$ cat config.mk
export PLATFORM = sky130hd
export DESIGN_NAME = cmpl_stamp_fmt
export DESIGN_NICKNAME = d
export VERILOG_FILES = /design/src/rtl/cmpl_stamp_pkg.sv /design/src/rtl/cmpl_stamp_kind_sel.sv /design/src/rtl/cmpl_stamp_encode.sv /design/src/rtl/cmpl_stamp_capture.sv /design/src/rtl/cmpl_stamp_fmt.sv
export SDC_FILE = /design/constraint.sdc
export NUM_CORES = 1
export LEC_CHECK = 0
export ABC_CLOCK_PERIOD_IN_PS = 1900
export CORE_AREA = 3 3 90 92
export CTS_BUF_LIST = sky130_fd_sc_hd__clkbuf_4 sky130_fd_sc_hd__clkbuf_8 sky130_fd_sc_hd__clkbuf_16
export CTS_CLUSTER_DIAMETER = 60
export DETAILED_ROUTE_END_ITERATION = 6
export DIE_AREA = 0 0 93 95
export DONT_BUFFER_PORTS = 1
export GPL_ROUTABILITY_DRIVEN = 0
export RECOVER_POWER = 50
export SYNTH_ARGS = -nofsm -noshare
export SYNTH_HDL_FRONTEND = slang
export SYNTH_SLANG_ARGS = --single-unit
$ cat constraint.sdc
create_clock -name clk -period 1.9 [get_ports clk]
set_input_delay 0.285 -clock clk [delete_from_list [all_inputs] [get_ports clk]]
set_output_delay 0.285 -clock clk [all_outputs]
set_load 0.1 [all_outputs]
$ cat src/rtl/cmpl_stamp_pkg.sv
package cmpl_stamp_pkg;

    typedef enum logic [1:0] {
        TS_TICK   = 2'd0,
        TS_FREE   = 2'd1,
        TS_WALL   = 2'd2,
        TS_MIRROR = 2'd3
    } ts_kind_e;

    typedef enum logic {
        ST_EMPTY = 1'b0,
        ST_HELD  = 1'b1
    } cap_state_e;

endpackage

$ cat src/rtl/cmpl_stamp_kind_sel.sv
module cmpl_stamp_kind_sel
    import cmpl_stamp_pkg::*;
(
    input  logic       cfg_en,
    input  logic [1:0] cfg_sel,
    input  logic       mirror,
    output ts_kind_e   kind
);

    always_comb begin
        if (mirror) begin
            kind = TS_MIRROR;
        end else if (!cfg_en) begin
            kind = TS_TICK;
        end else begin
            unique case (cfg_sel)
                2'd1:    kind = TS_FREE;
                2'd2:    kind = TS_WALL;
                default: kind = TS_TICK;
            endcase
        end
    end

endmodule

$ cat src/rtl/cmpl_stamp_encode.sv
module cmpl_stamp_encode
    import cmpl_stamp_pkg::*;
#(
    parameter int FRC_W      = 64,
    parameter int SEC_W      = 32,
    parameter int NSEC_W     = 30,
    parameter int TS_W       = 38,
    parameter int TICK_SHIFT = 10,
    parameter int TICK_W     = 16
) (
    input  ts_kind_e          kind,
    input  logic [FRC_W-1:0]  frc,
    input  logic [SEC_W-1:0]  wall_sec,
    input  logic [NSEC_W-1:0] wall_ns,
    input  logic [SEC_W-1:0]  org_sec,
    input  logic [NSEC_W-1:0] org_ns,
    output logic [TS_W-1:0]   stamp
);

    localparam int SEC_KEEP = TS_W - NSEC_W;

    logic unused_hi_bits;
    assign unused_hi_bits = ^{frc[FRC_W-1:TS_W],
                              wall_sec[SEC_W-1:SEC_KEEP],
                              org_sec[SEC_W-1:SEC_KEEP]};

    always_comb begin
        unique case (kind)
            TS_TICK:   stamp = TS_W'(frc[TICK_SHIFT +: TICK_W]);
            TS_FREE:   stamp = frc[TS_W-1:0];
            TS_WALL:   stamp = {wall_sec[SEC_KEEP-1:0], wall_ns};
            TS_MIRROR: stamp = {org_sec[SEC_KEEP-1:0], org_ns};
            default:   stamp = '0;
        endcase
    end

endmodule

$ cat src/rtl/cmpl_stamp_capture.sv
module cmpl_stamp_capture
    import cmpl_stamp_pkg::*;
#(
    parameter int TS_W = 38,
    parameter int LO_W = 16,
    parameter int HI_W = TS_W - LO_W
) (
    input  logic            clk,
    input  logic            rst_n,
    input  logic            evt,
    input  logic            mirror,
    input  ts_kind_e        kind_in,
    input  logic [TS_W-1:0] stamp_in,
    output logic            valid,
    output logic [1:0]      kind_out,
    output logic [HI_W-1:0] hi,
    output logic [LO_W-1:0] lo
);

    cap_state_e state_q, state_d;
    logic [TS_W-1:0] stamp_q;
    ts_kind_e        kind_q;

    always_comb begin
        state_d = state_q;
        unique case (state_q)
            ST_EMPTY: if (evt) state_d = ST_HELD;   // EMPTY_TO_HELD
            ST_HELD:  state_d = ST_HELD;            // HELD_RECAPTURE
            default:  state_d = ST_EMPTY;
        endcase
    end

    always_ff @(posedge clk) begin
        if (!rst_n) state_q <= ST_EMPTY;
        else        state_q <= state_d;
    end

    always_ff @(posedge clk) begin
        if (!rst_n) begin
            stamp_q <= '0;
            kind_q  <= TS_TICK;
        end else if (evt) begin
            stamp_q <= stamp_in;
            kind_q  <= kind_in;
        end
    end

    assign valid    = (state_q == ST_HELD);
    assign kind_out = kind_q;
    assign hi       = stamp_q[TS_W-1:LO_W];
    assign lo       = stamp_q[LO_W-1:0];

    AST_VALID_AFTER_EVENT: assert property (@(posedge clk) disable iff (!rst_n)
        evt |=> valid);
    AST_HOLD_STABLE: assert property (@(posedge clk) disable iff (!rst_n)
        !evt |=> ($stable(hi) && $stable(lo) && $stable(kind_out) && $stable(valid)));
    AST_TICK_HIGH_ZERO: assert property (@(posedge clk) disable iff (!rst_n)
        (valid && kind_out == 2'd0) |-> (hi == '0));
    AST_MIRROR_CODE: assert property (@(posedge clk) disable iff (!rst_n)
        (evt && mirror) |=> (kind_out == 2'd3));
    AST_PLAIN_NOT_MIRROR: assert property (@(posedge clk) disable iff (!rst_n)
        (evt && !mirror) |=> (kind_out != 2'd3));
    AST_EMPTY_CLEAR: assert property (@(posedge clk) disable iff (!rst_n)
        !valid |-> (hi == '0 && lo == '0 && kind_out == 2'd0));

endmodule

$ cat src/rtl/cmpl_stamp_fmt.sv
module cmpl_stamp_fmt
    import cmpl_stamp_pkg::*;
#(
    parameter int FRC_W      = 64,
    parameter int SEC_W      = 32,
    parameter int NSEC_W     = 30,
    parameter int TS_W       = 38,
    parameter int LO_W       = 16,
    parameter int TICK_SHIFT = 10,
    parameter int HI_W       = TS_W - LO_W
) (
    input  logic              clk,
    input  logic              rst_n,
    input  logic              cfg_fmt_en,
    input  logic [1:0]        cfg_fmt,
    input  logic [FRC_W-1:0]  frc_ns,
    input  logic [SEC_W-1:0]  utc_sec,
    input  logic [NSEC_W-1:0] utc_ns,
    input  logic              evt,
    input  logic              evt_mirror,
    input  logic [SEC_W-1:0]  orig_sec,
    input  logic [NSEC_W-1:0] orig_ns,
    output logic              stamp_valid,
    output logic [1:0]        stamp_type,
    output logic [HI_W-1:0]   stamp_hi,
    output logic [LO_W-1:0]   stamp_lo
);

    ts_kind_e        kind;
    logic [TS_W-1:0] stamp;

    cmpl_stamp_kind_sel u_sel (
        .cfg_en  (cfg_fmt_en),
        .cfg_sel (cfg_fmt),
        .mirror  (evt_mirror),
        .kind    (kind)
    );

    cmpl_stamp_encode #(
        .FRC_W      (FRC_W),
        .SEC_W      (SEC_W),
        .NSEC_W     (NSEC_W),
        .TS_W       (TS_W),
        .TICK_SHIFT (TICK_SHIFT),
        .TICK_W     (LO_W)
    ) u_enc (
        .kind     (kind),
        .frc      (frc_ns),
        .wall_sec (utc_sec),
        .wall_ns  (utc_ns),
        .org_sec  (orig_sec),
        .org_ns   (orig_ns),
        .stamp    (stamp)
    );

    cmpl_stamp_capture #(
        .TS_W (TS_W),
        .LO_W (LO_W),
        .HI_W (HI_W)
    ) u_cap (
        .clk      (clk),
        .rst_n    (rst_n),
        .evt      (evt),
        .mirror   (evt_mirror),
        .kind_in  (kind),
        .stamp_in (stamp),
        .valid    (stamp_valid),
        .kind_out (stamp_type),
        .hi       (stamp_hi),
        .lo       (stamp_lo)
    );

endmodule

==> summary.md <==
| Metric | Value |
|---|---|
| Status | `finished clean` |
| DRT iter0 DRCs | `112` |
| Endpoint class of the critical path | `flop` |
| Pins Over Slew Limit | `0` |
| Grt ovf | `0` |
| Synth unique cells | `29` |
| Residual DRC count | `0` |
| Hold Crit Start | `evt` |
| IO Pins | `236` |
| Total GRT Usage | `0.173` |
| Fraction of layout cells with a size suffix above 1 | `0.277` |
| Initial Util | `0.354` |
| Crit Path Max Fanout | `22` |
| Synth warnings | `0` |
| Fin area | `2980 um2` |
| Number of global-route vias before repair | `2,261` |
| Synth area leader | `dfxtp_1` |
| Commonest cells post-synth | `dfxtp_1, nand2_1, or3b_1, and2_1, o21ai_1` |
| Average cell area after synthesis | `9.00 um2` |
| Arrival time worst endpoint | `1.56 ns` |
| Final setup fails | `0` |
| Share of the synthesized area in the top cell type | `0.318` |
| FF-to-FF setup slack | `0.97 ns` |
| Pre-antenna DRT Iters | `4` |
| CTS clk-pin slew, worst paths | `0.09 ns` |
| Final worst slack | `0.557 ns` |
| Sequential area share after synthesis | `0.318` |
| CTS Buffer Depth | `2` |
| Synth top area cells | `dfxtp_1, a221oi_2, or3b_1` |
| Placed inst area | `2870 um2` |
| Worst min-delay path class | `input pin to flop` |
| Largest net degree at the start of global routing | `45` |
| Reg2Reg Depth | `3` |
| Origin of the critical flop-to-flop path | `u_cap.kind_out[1]` |
| Reg2reg end | `u_cap.kind_out[1]` |
| WL/cell | `19.8 um` |
| Die X | `93 um` |
| H-tree Lvls | `2` |
| Utilization after layout | `0.409` |
| Relative slew slack | `0.568` |
| Max Cap Violations | `0` |
| Vias | `2,291` |
| Most numerous cell in the Yosys netlist | `dfxtp_1` |
| Core area | `7290 um2` |
| Hold Path Stages | `1` |
| DP Wirelength | `6020 um` |
| Mapped Cells | `287` |
| Fin. Hold Viols | `0` |
| Post-synth EDFFs | `0` |
| Worst vdd ir | `0.249 mV` |
| CTS sink cnt | `41` |
| Pleak | `1.06 nW` |
| Synthesized flop and latch total | `41` |
| Ant diodes | `0` |
| Pwr dens | `792 nW/um2` |
| Initial antenna violation count | `0` |
| Routed Antenna Nets | `0` |
| Period utilisation layout | `0.707` |
| DR top layer | `met4` |
| Site Rows | `31` |
| CTS tree | `yes` |
| Maximum clock frequency | `744 MHz` |
| Critical path class | `input pin to flop` |
| Syn-to-layout area delta | `15.4%` |
| Vias/cell | `5.60` |
| Final Skew | `0 ns` |
| WL met2 | `4050 um` |
| Metal3 WL | `613 um` |
| Routed WL | `8120 um` |
| Nets | `504` |
| Period minus WS final | `1.34 ns` |
| Port Buf Inserts | `0` |
| # hold bufs at CTS | `0` |
| Slew @ Worst Pin | `0.648 ns` |
| Die H | `95 um` |
| FILL cells | `754` |
| Asr flop ratio synth | `0` |
| Syn Std Cell Area | `2580 um2` |
| Setup TNS | `0 ns` |
| Post-Syn Nets | `482` |
| CTS Buf Count | `5` |
| Critical Path RT | `2.12 ns` |
| RSZ-0062 raised after global routing | `false` |
| DIE AREA | `8840 um2` |
| Root Buffer Master | `clkbuf_8` |
| M1 WL | `3320 um` |
| Post-cts sizing count | `0` |
| Post-CTS Setup Bufs | `0` |
| First-pass GRT wire length | `12,000 um` |
| Dpl ws | `0.524 ns` |
| Ys flop type | `dfxtp_1` |
| Worst-skew pair later-pin latency | `0.29 ns` |
| Worst Hold End | `u_cap.kind_out[0]` |
| Worst Setup Start Kind | `input pin` |
[report_power, final]
group,total (mW),leakage [nW],switching [mW],internal [mW]
Sequential,0.925,0.336,0.0169,0.908
Clock,0.757,0.0574,0.329,0.428
Combinational,0.678,0.668,0.505,0.173
Total,2.36,1.06,0.851,1.51
[cell families (layout without fill, tap and decap cells)]
group           Yosys count  in the layout  synth area share
compound gates          114            114             0.354
flops                    41             41             0.318
simple gates            100            100             0.244
buf+inv                  31             54            0.0736
xor+xnor                  1              1            0.0107
[flip-flops by register name, indices dropped and copies added (netlist names)]
signal          count
u_cap.valid         1
u_cap.stamp_q      38
u_cap.kind_out      2
[layout by cell type, fill, tap and decap left out]
cell type / synthesis / routed
bufinv_16: 0 / 1
o21ai_1: 22 / 3
buf_4: 5 / 43
xor2_4: 1 / 1
o211ai_1: 1 / 1
o21a_1: 1 / 1
a21oi_1: 16 / 16
clkinvlp_4: 0 / 1
o31ai_2: 10 / 10
dfxtp_1: 41 / 41
clkbuf_8: 0 / 6
clkbuf_1: 5 / 1
and4bb_1: 1 / 1
clkbuf_2: 2 / 1
o31ai_1: 6 / 6
or3b_1: 32 / 32
nand3b_1: 2 / 2
and4bb_4: 1 / 1
and2_1: 23 / 22
a211oi_1: 16 / 16
and2_0: 0 / 1
inv_1: 1 / 1
nor2b_4: 0 / 1
a221oi_1: 2 / 2
nand2b_1: 1 / 1
a31oi_1: 2 / 2
a221oi_2: 20 / 20
nand2_1: 38 / 38
or2_2: 1 / 1
o21ai_0: 18 / 37
[through the flow]
step	hold WS, ns	power (mW)	std cells
after detailed placement	0.393	1.63	401
after global routing	0.0802	2.45	409
final	0.0848	2.36	409
after floorplan	0.385	1.55	287
after CTS	0.0786	2.39	409
after global placement	0.387	1.62	401
[worst max path at each step]
stage,startpoint,endpoint,slack (ns)
after global placement,rst_n,u_cap.stamp_q[9],0.55
after detailed placement,rst_n,u_cap.stamp_q[11],0.52
final,rst_n,u_cap.stamp_q[21],0.56
after global routing,rst_n,u_cap.stamp_q[26],0.36
after floorplan,u_cap.kind_out[0],u_cap.kind_out[0],0.61
after CTS,u_cap.stamp_q[14],stamp_lo[14],0.66
[area by class of cell]
cell class	instances	area, um2	area share
Sequential cell	41	821	0.275
Multi-Input combinational cell	215	1580	0.530
Inverter	1	3.75	0.00126
Timing Repair Buffer	45	332	0.111
Tap cell	99	124	0.0416
Clock buffer	6	82.6	0.0277
Clock inverter	2	37.5	0.0126
[routing by layer]
| layer | GRT usage | vias up |
|---|---|---|
| met2 | 0.298 | 100 |
| li1 | - | 1114 |
| met3 | 0.0351 | 10 |
| met4 | 0.0488 | 0 |
| met5 | 0 | - |
| met1 | 0.218 | 1067 |
[worst max-delay path: stages]
cell,delay [ns]
and2_0,0.52
o211ai_1,0.16
clkbuf_2,0.32
o21ai_0,0.26
No activity file was read; power rests on OpenSTA's default activity.
